<file path="src/rtl/sdx_pkg.sv">
package sdx_pkg;

    typedef enum logic [3:0] {
        ST_IDLE,
        ST_RD_HUNT,
        ST_RD_XFER,
        ST_RD_PUSH,
        ST_RD_CRC,
        ST_WR_TOKEN,
        ST_WR_FETCH,
        ST_WR_XFER,
        ST_WR_CRC,
        ST_WR_RESP,
        ST_WR_BUSY,
        ST_CLOSE,
        ST_FIN
    } xfer_state_t;

    typedef enum logic [1:0] {
        STS_OK      = 2'b00,
        STS_CRC_REJ = 2'b01,
        STS_WR_REJ  = 2'b10,
        STS_TIMEOUT = 2'b11
    } xfer_status_t;

    localparam logic [7:0] BLOCK_TOKEN = 8'hFE;
    localparam logic [7:0] FILL_BYTE   = 8'hFF;
    localparam logic [4:0] RESP_ACCEPT = 5'b00101;
    localparam logic [4:0] RESP_CRCBAD = 5'b01011;

endpackage

</file>
<file path="src/rtl/sdx_poll_timer.sv">
module sdx_poll_timer #(
    parameter int LIMIT = 5000
) (
    input  logic clk,
    input  logic rst_n,
    input  logic clear,
    input  logic tick,
    output logic last
);
    localparam int CW = (LIMIT > 1) ? $clog2(LIMIT) : 1;
    localparam logic [CW-1:0] TOP = CW'(LIMIT - 1);

    logic [CW-1:0] count;

    always_ff @(posedge clk or negedge rst_n) begin
        if (!rst_n)
            count <= '0;
        else if (clear)
            count <= '0;
        else if (tick && count != TOP)
            count <= count + 1'b1;
    end

    assign last = (count == TOP);


    timer_bound_chk: assert property (@(posedge clk) disable iff (!rst_n)
        count <= TOP);

endmodule

</file>
<file path="src/rtl/sdx_resp_decode.sv">
module sdx_resp_decode
    import sdx_pkg::*;
(
    input  logic [7:0]   token,
    output xfer_status_t verdict
);
    always_comb begin
        if (token[4:0] == RESP_ACCEPT)
            verdict = STS_OK;
        else if (token[4:0] == RESP_CRCBAD)
            verdict = STS_CRC_REJ;
        else
            verdict = STS_WR_REJ;
    end
endmodule

</file>
<file path="src/rtl/sdx_block_engine.sv">
module sdx_block_engine
    import sdx_pkg::*;
#(
    parameter int LEN_W      = 10,
    parameter int POLL_LIMIT = 5000
) (
    input  logic             clk,
    input  logic             rst_n,
    input  logic             start,
    input  logic             start_write,
    input  logic [LEN_W-1:0] start_len,
    output logic             busy,
    output logic             done,
    output logic [1:0]       status,
    output logic [7:0]       rd_data,
    output logic             rd_valid,
    input  logic             rd_ready,
    input  logic [7:0]       wr_data,
    input  logic             wr_valid,
    output logic             wr_ready,
    output logic             cs_n,
    output logic             xfer_req,
    output logic [7:0]       xfer_tx,
    input  logic             xfer_done,
    input  logic [7:0]       xfer_rx
);
    localparam logic [LEN_W-1:0] ONE = LEN_W'(1);

    xfer_state_t      state, state_d;
    xfer_status_t     sts_q, sts_d;
    xfer_status_t     verdict;
    logic [LEN_W-1:0] len_q, len_d;
    logic [LEN_W-1:0] cnt_q, cnt_d;
    logic             crc_q, crc_d;
    logic [7:0]       dbuf_q, dbuf_d;
    logic             tmr_clear, tmr_tick, tmr_last;
    logic             last_byte;

    sdx_poll_timer #(.LIMIT(POLL_LIMIT)) u_timer (
        .clk   (clk),
        .rst_n (rst_n),
        .clear (tmr_clear),
        .tick  (tmr_tick),
        .last  (tmr_last)
    );

    sdx_resp_decode u_decode (
        .token   (xfer_rx),
        .verdict (verdict)
    );

    assign last_byte = (cnt_q == len_q - ONE);

    // state register
    always_ff @(posedge clk or negedge rst_n) begin
        if (!rst_n) begin
            state  <= ST_IDLE;
            sts_q  <= STS_OK;
            len_q  <= '0;
            cnt_q  <= '0;
            crc_q  <= 1'b0;
            dbuf_q <= 8'h00;
        end else begin
            state  <= state_d;
            sts_q  <= sts_d;
            len_q  <= len_d;
            cnt_q  <= cnt_d;
            crc_q  <= crc_d;
            dbuf_q <= dbuf_d;
        end
    end

    // next state
    always_comb begin
        state_d = state;
        sts_d   = sts_q;
        len_d   = len_q;
        cnt_d   = cnt_q;
        crc_d   = crc_q;
        dbuf_d  = dbuf_q;
        unique case (state)
            ST_IDLE: if (start) begin
                len_d   = start_len;
                cnt_d   = '0;
                crc_d   = 1'b0;
                sts_d   = STS_OK;
                state_d = start_write ? ST_WR_TOKEN : ST_RD_HUNT;
            end
            ST_RD_HUNT: if (xfer_done) begin
                if (xfer_rx == BLOCK_TOKEN)
                    state_d = ST_RD_XFER;
                else if (tmr_last) begin
                    sts_d   = STS_TIMEOUT;
                    state_d = ST_CLOSE;
                end
            end
            ST_RD_XFER: if (xfer_done) begin
                dbuf_d  = xfer_rx;
                state_d = ST_RD_PUSH;
            end
            ST_RD_PUSH: if (rd_ready) begin
                cnt_d   = cnt_q + ONE;
                state_d = last_byte ? ST_RD_CRC : ST_RD_XFER;
            end
            ST_RD_CRC: if (xfer_done) begin
                crc_d = ~crc_q;
                if (crc_q) state_d = ST_CLOSE;
            end
            ST_WR_TOKEN: if (xfer_done) state_d = ST_WR_FETCH;
            ST_WR_FETCH: if (wr_valid) begin
                dbuf_d  = wr_data;
                state_d = ST_WR_XFER;
            end
            ST_WR_XFER: if (xfer_done) begin
                cnt_d   = cnt_q + ONE;
                state_d = last_byte ? ST_WR_CRC : ST_WR_FETCH;
            end
            ST_WR_CRC: if (xfer_done) begin
                crc_d = ~crc_q;
                if (crc_q) state_d = ST_WR_RESP;
            end
            ST_WR_RESP: if (xfer_done) begin
                if (verdict == STS_OK)
                    state_d = ST_WR_BUSY;
                else begin
                    sts_d   = verdict;
                    state_d = ST_CLOSE;
                end
            end
            ST_WR_BUSY: if (xfer_done) begin
                if (xfer_rx != 8'h00)
                    state_d = ST_CLOSE;
                else if (tmr_last) begin
                    sts_d   = STS_TIMEOUT;
                    state_d = ST_CLOSE;
                end
            end
            ST_CLOSE: if (xfer_done) state_d = ST_FIN;
            ST_FIN:   state_d = ST_IDLE;
            default:  state_d = ST_IDLE;
        endcase
    end

    // outputs
    always_comb begin
        cs_n      = 1'b0;
        xfer_req  = 1'b0;
        xfer_tx   = FILL_BYTE;
        rd_valid  = 1'b0;
        wr_ready  = 1'b0;
        done      = 1'b0;
        tmr_clear = 1'b0;
        unique case (state)
            ST_IDLE:     begin cs_n = 1'b1; tmr_clear = 1'b1; end
            ST_RD_HUNT:  xfer_req = 1'b1;
            ST_RD_XFER:  xfer_req = 1'b1;
            ST_RD_PUSH:  rd_valid = 1'b1;
            ST_RD_CRC:   xfer_req = 1'b1;
            ST_WR_TOKEN: begin xfer_req = 1'b1; xfer_tx = BLOCK_TOKEN; end
            ST_WR_FETCH: wr_ready = 1'b1;
            ST_WR_XFER:  begin xfer_req = 1'b1; xfer_tx = dbuf_q; end
            ST_WR_CRC:   xfer_req = 1'b1;
            ST_WR_RESP:  begin xfer_req = 1'b1; tmr_clear = 1'b1; end
            ST_WR_BUSY:  xfer_req = 1'b1;
            ST_CLOSE:    begin cs_n = 1'b1; xfer_req = 1'b1; end
            ST_FIN:      begin cs_n = 1'b1; done = 1'b1; end
            default:     cs_n = 1'b1;
        endcase
    end

    assign tmr_tick = xfer_done &&
                      (((state == ST_RD_HUNT) && (xfer_rx != BLOCK_TOKEN)) ||
                       ((state == ST_WR_BUSY) && (xfer_rx == 8'h00)));
    assign busy    = (state != ST_IDLE);
    assign status  = sts_q;
    assign rd_data = dbuf_q;


    xfer_hold_chk: assert property (@(posedge clk) disable iff (!rst_n)
        (xfer_req && !xfer_done) |=> (xfer_req && $stable(xfer_tx)));


    rd_hold_chk: assert property (@(posedge clk) disable iff (!rst_n)
        (rd_valid && !rd_ready) |=> (rd_valid && $stable(rd_data)));


    wr_wait_chk: assert property (@(posedge clk) disable iff (!rst_n)
        (wr_ready && !wr_valid) |=> wr_ready);


    close_done_chk: assert property (@(posedge clk) disable iff (!rst_n)
        (cs_n && xfer_req && xfer_done) |=> done);


    done_pulse_chk: assert property (@(posedge clk) disable iff (!rst_n)
        done |=> (!done && !busy));


    start_ignored_chk: assert property (@(posedge clk) disable iff (!rst_n)
        (busy && !done) |=> busy);

endmodule

</file>
<file path="config.mk">
export PLATFORM = sky130hd
export DESIGN_NAME = sdx_block_engine
export DESIGN_NICKNAME = d
export VERILOG_FILES = /design/src/rtl/sdx_pkg.sv /design/src/rtl/sdx_poll_timer.sv /design/src/rtl/sdx_resp_decode.sv /design/src/rtl/sdx_block_engine.sv
export SDC_FILE = /design/constraint.sdc
export NUM_CORES = 1
export LEC_CHECK = 0
export ABC_AREA = 1
export BUFFER_PORTS_ARGS = -buffer_cell sky130_fd_sc_hd__buf_4
export CAP_MARGIN = 25
export CORE_MARGIN = 1
export CORE_UTILIZATION = 40
export DETAILED_ROUTE_END_ITERATION = 7
export SKIP_LAST_GASP = 1
export SYNTH_ARGS = -nofsm -noshare
export SYNTH_HDL_FRONTEND = slang
export SYNTH_SLANG_ARGS = --single-unit
</file>
<file path="constraint.sdc">
create_clock -name clk -period 1.8 [get_ports clk]
set_clock_uncertainty 0.1 [all_clocks]
set_input_delay 0.09 -clock clk [delete_from_list [all_inputs] [get_ports clk]]
set_output_delay 0.09 -clock clk [all_outputs]
set_load 0.02 [all_outputs]
</file>
==> run metrics <==
power spent charging and discharging nets=3146 uW; worst vdd rail ir drop=between 700 and 800 uV; critical path's most frequent cell=buf_4; combinational fraction of design power=around two thirds; Reg2Reg Depth=11; required arrival time at the worst endpoint=about 1.6 ns; number of antenna violations at the first check in global routing=0; maximum operating frequency=roughly 510 MHz; power density over cell area=between 1000 and 1500 nW/um^2; static leakage=0.002316 uW; CP Launch Type=flip-flop; Met1 Wirelength=~4.3 mm; gp weighted congestion=0.9472; Row Count=32; vias per cell=4.840; die width=92.15 um; Non-Filler Cell Area, Final=roughly 5000 um^2; wire length on met2=around 4.6 mm; setup repair after global routing missed its margin=true; topmost layer with routed signal wires=met4; fraction of power consumed by sequential logic=23.0%; clk slew on worst S/H paths=approximately 0.10 ns; failing checks=setup timing; worst stage delay on the critical path=about 0.46 ns; Worst R2R End=u_timer.count[3]; cell-by-cell trace of the critical path=buf_4, nor2_4, nand2_2, buf_4, or2_2, buf_4; Slew Limit Fails=0; startpoint of the worst-slack reg-to-reg timing path=state[3]; PnR worst setup slack=-0.1583 ns; number of instances in the placed design=around 700; count of unresolved DRC violations after routing=0; Finished Layout Cells=729; final routed wire length divided by cell count=approximately 13 um; Filler cells=approximately 680; Synth-to-Final Area Change=52.27%; clock root buffer=clkbuf_8; Worst EP arrival=~1.8 ns; number of warnings printed during yosys synthesis=0; proportion of layout cells with a drive suffix above 1=approximately 34%; final setup violation count=31; area of the die=between 8000 and 9000 um^2; count of max-cap constraint violations=0; count of routing violations after the opening detailed-route iteration=roughly 110; biggest fanout along the worst timing path=7; storage element area=1201 um^2; maximum number of pins on one net before global-route repair=a little under 50; clock sink count=48; run status=finished with violations; Mapped Nets=around 500; via count of the first global-routing pass=3491; starting density of the core=a little over two fifths; number of detailed-routing iterations run before antenna repair=4; type of the worst setup path=reg -> out; post-synthesis sequential element count=48; area of combinational cells with multiple inputs=roughly 2000 um^2; level count of the clock H-tree=2; core area=roughly 7800 um^2; final total negative setup slack=-2.065 ns; via count=3528; gate count after technology mapping=478; IO Pins=between 50 and 60; Sw Share=between 40% and 50%; hpwl dp=~6.7 mm; Period minus WS final=a little under 2 ns; endpoint class of the critical path=output pin; Reg2Reg Setup Slack=-0.10 ns; Internal Power=approximately 3800 uW; # nets final=662; relative slew slack=57.33%; total detailed-routing wirelength=slightly above 9 mm; transition time at the pin with the least slew margin=0.6401 ns; final number of hold-violating endpoints=0; Slowest-stage cell, CP=dfrtp_1; proportion of synthesized chip area in sequential cells=a little under two fifths; ANT nets after route=0; Syn Std Cell Area=3251 um^2; clock latency on the worst-skew pair=0.31 ns; met3 WL=234 um; number of buffers inserted during clock tree synthesis=5; final antenna diode count=0; Max clock buf depth=2; capture point of the critical path=xfer_tx[2]; portion of total power attributed to the clock network=approximately 10%; number of distinct library cell variants in the gate-level netlist after synthesis=34; vertical die dimension=~92 um; HP Class=in -> reg; Avg Cell Area, Syn=between 6 and 7 um^2; clock tree from TritonCTS=done; buffers added on ports=56; total congestion overflow after global routing=0; most frequent standard cell in the layout excluding fill and tap cells=nand2_1; post-placement cell area=4232 um^2; overall routing resource usage=between 20% and 30%; crit share post-route=108.8%; wire length of the first global-routing pass=about 15 mm; most frequent cells in the layout=nand2_1 (120), buf_4 (111), inv_1 (52); Worst Hold Margin=between 0.01 and 0.015 ns; Setup crit start=state[3]
==> cells in the mapped netlist <==
cell type  number  share of area (%)
nand2_1       133                 15
nand3_1        32                4.9
o31ai_1         3               0.69
xor2_1         14                3.8
o21ai_0        31                4.8
and3_1          1               0.19
o211a_1         1               0.31
or2_1           1               0.19
inv_2           8               0.92
dfrtp_1        48                 37
o21ai_1         4               0.62
o21bai_1        1               0.23
a21oi_1        13                2.0
xnor2_1         2               0.54
nand2_4         1               0.35
o211ai_1        4               0.92
o22ai_1         2               0.38
nor2_2          5               0.96
o21ai_2         1               0.27
o21bai_2        1               0.35
nand3_2         1               0.31
nor2_4          6                2.1
buf_2           5               0.77
nor2_1         52                6.0
or2_2           7                1.3
clkbuf_1        2               0.23
nand4_1         7                1.3
nor3_1         13                2.0
ha_1            3                1.2
a21oi_2         1               0.27
nand3b_1        1               0.23
inv_1          61                7.0
nor4_1          6                1.2
a31oi_1         7                1.3
==> sequential cells by signal, summed over array words and instances, names as in the netlist <==
| signal | count |
|---|---|
| crc_q | 1 |
| rd_data | 8 |
| u_timer.count | 13 |
| len_q | 10 |
| state | 4 |
| cnt_q | 10 |
| status | 2 |
==> per-layer routing <==
metal / vias to the layer above / GRT usage (%)
li1: 1836 / -
met5: - / 0
met3: 17 / 2.985
met4: 0 / 6.641
met2: 52 / 38.50
met1: 1623 / 28.39
==> worst min path at each step <==
stage	from	to	slack, ns	cells past startpoint
after floorplan	rst_n	cnt_q[0]	-0.31	0
after global placement	rst_n	rd_data[6]	0.05	1
after detailed placement	rst_n	rd_data[6]	0.05	1
after CTS	xfer_done	u_timer.count[2]	0.003	3
after global routing	xfer_done	u_timer.count[2]	0.02	3
final	xfer_done	u_timer.count[2]	0.01	3
==> cells by family (layout without fill, tap and decap cells) <==
logic type,after synthesis,in the layout,share of synthesized area [%]
XOR/XNOR,16,16,4.311
flip-flops,48,48,36.95
buffers and inverters,76,225,8.968
adder cells (fa/ha/maj),3,3,1.155
AND/OR/NAND/NOR,266,266,36.45
AO/OA/AOI/OAI,69,69,12.16
==> final cells by class <==
cell class | instances | share of cell area (%)
well taps | 102 | 2.578
clock inverters | 2 | 0.2781
flip-flops and latches | 48 | 24.27
multi-input cells | 354 | 40.60
inverters | 69 | 5.359
repair buffers | 148 | 25.25
clock buffers | 6 | 1.668
==> through the flow <==
stage | total power [uW] | setup WS, ns | utilization (%)
after floorplan | 3797 | 0.009633 | -
after global placement | 5437 | -0.1050 | 54.20
after detailed placement | 5458 | -0.1657 | 54.20
after CTS | 6386 | -0.1141 | 59.52
after global routing | 7537 | -0.2503 | 63.40
final | 6987 | -0.1583 | 63.40
==> critical path: cells and delay by family, from the launching register on <==
family | cells | cell delay (ns)
buffers and inverters | 3 | 0.51
AND/OR/NAND/NOR | 3 | 0.48
flip-flops | 1 | 0.46
==> power groups by stage <==
stage / clock network, uW / registers, uW / logic (uW)
finish: 716 / 1600 / 4670
global route: 767 / 1640 / 5130
CTS: 730 / 1600 / 4060
detailed placement: 0 / 1610 / 3850
global placement: 0 / 1600 / 3840
floorplan: 0 / 1750 / 2050
==> timing repair <==
| item | 4_1_cts | 5_1_grt |
|---|---|---|
| hold buffers | 25 | 0 |
| resized for setup | 15 | 71 |
| cloned | 0 | 1 |
| setup endpoints to repair | 29 | 48 |
| pin swaps | 11 | 22 |
| endpoints found under the hold margin | 66 | 0 |
| buffers inserted | 3 | 7 |
Power figures use the tool's default switching activity.
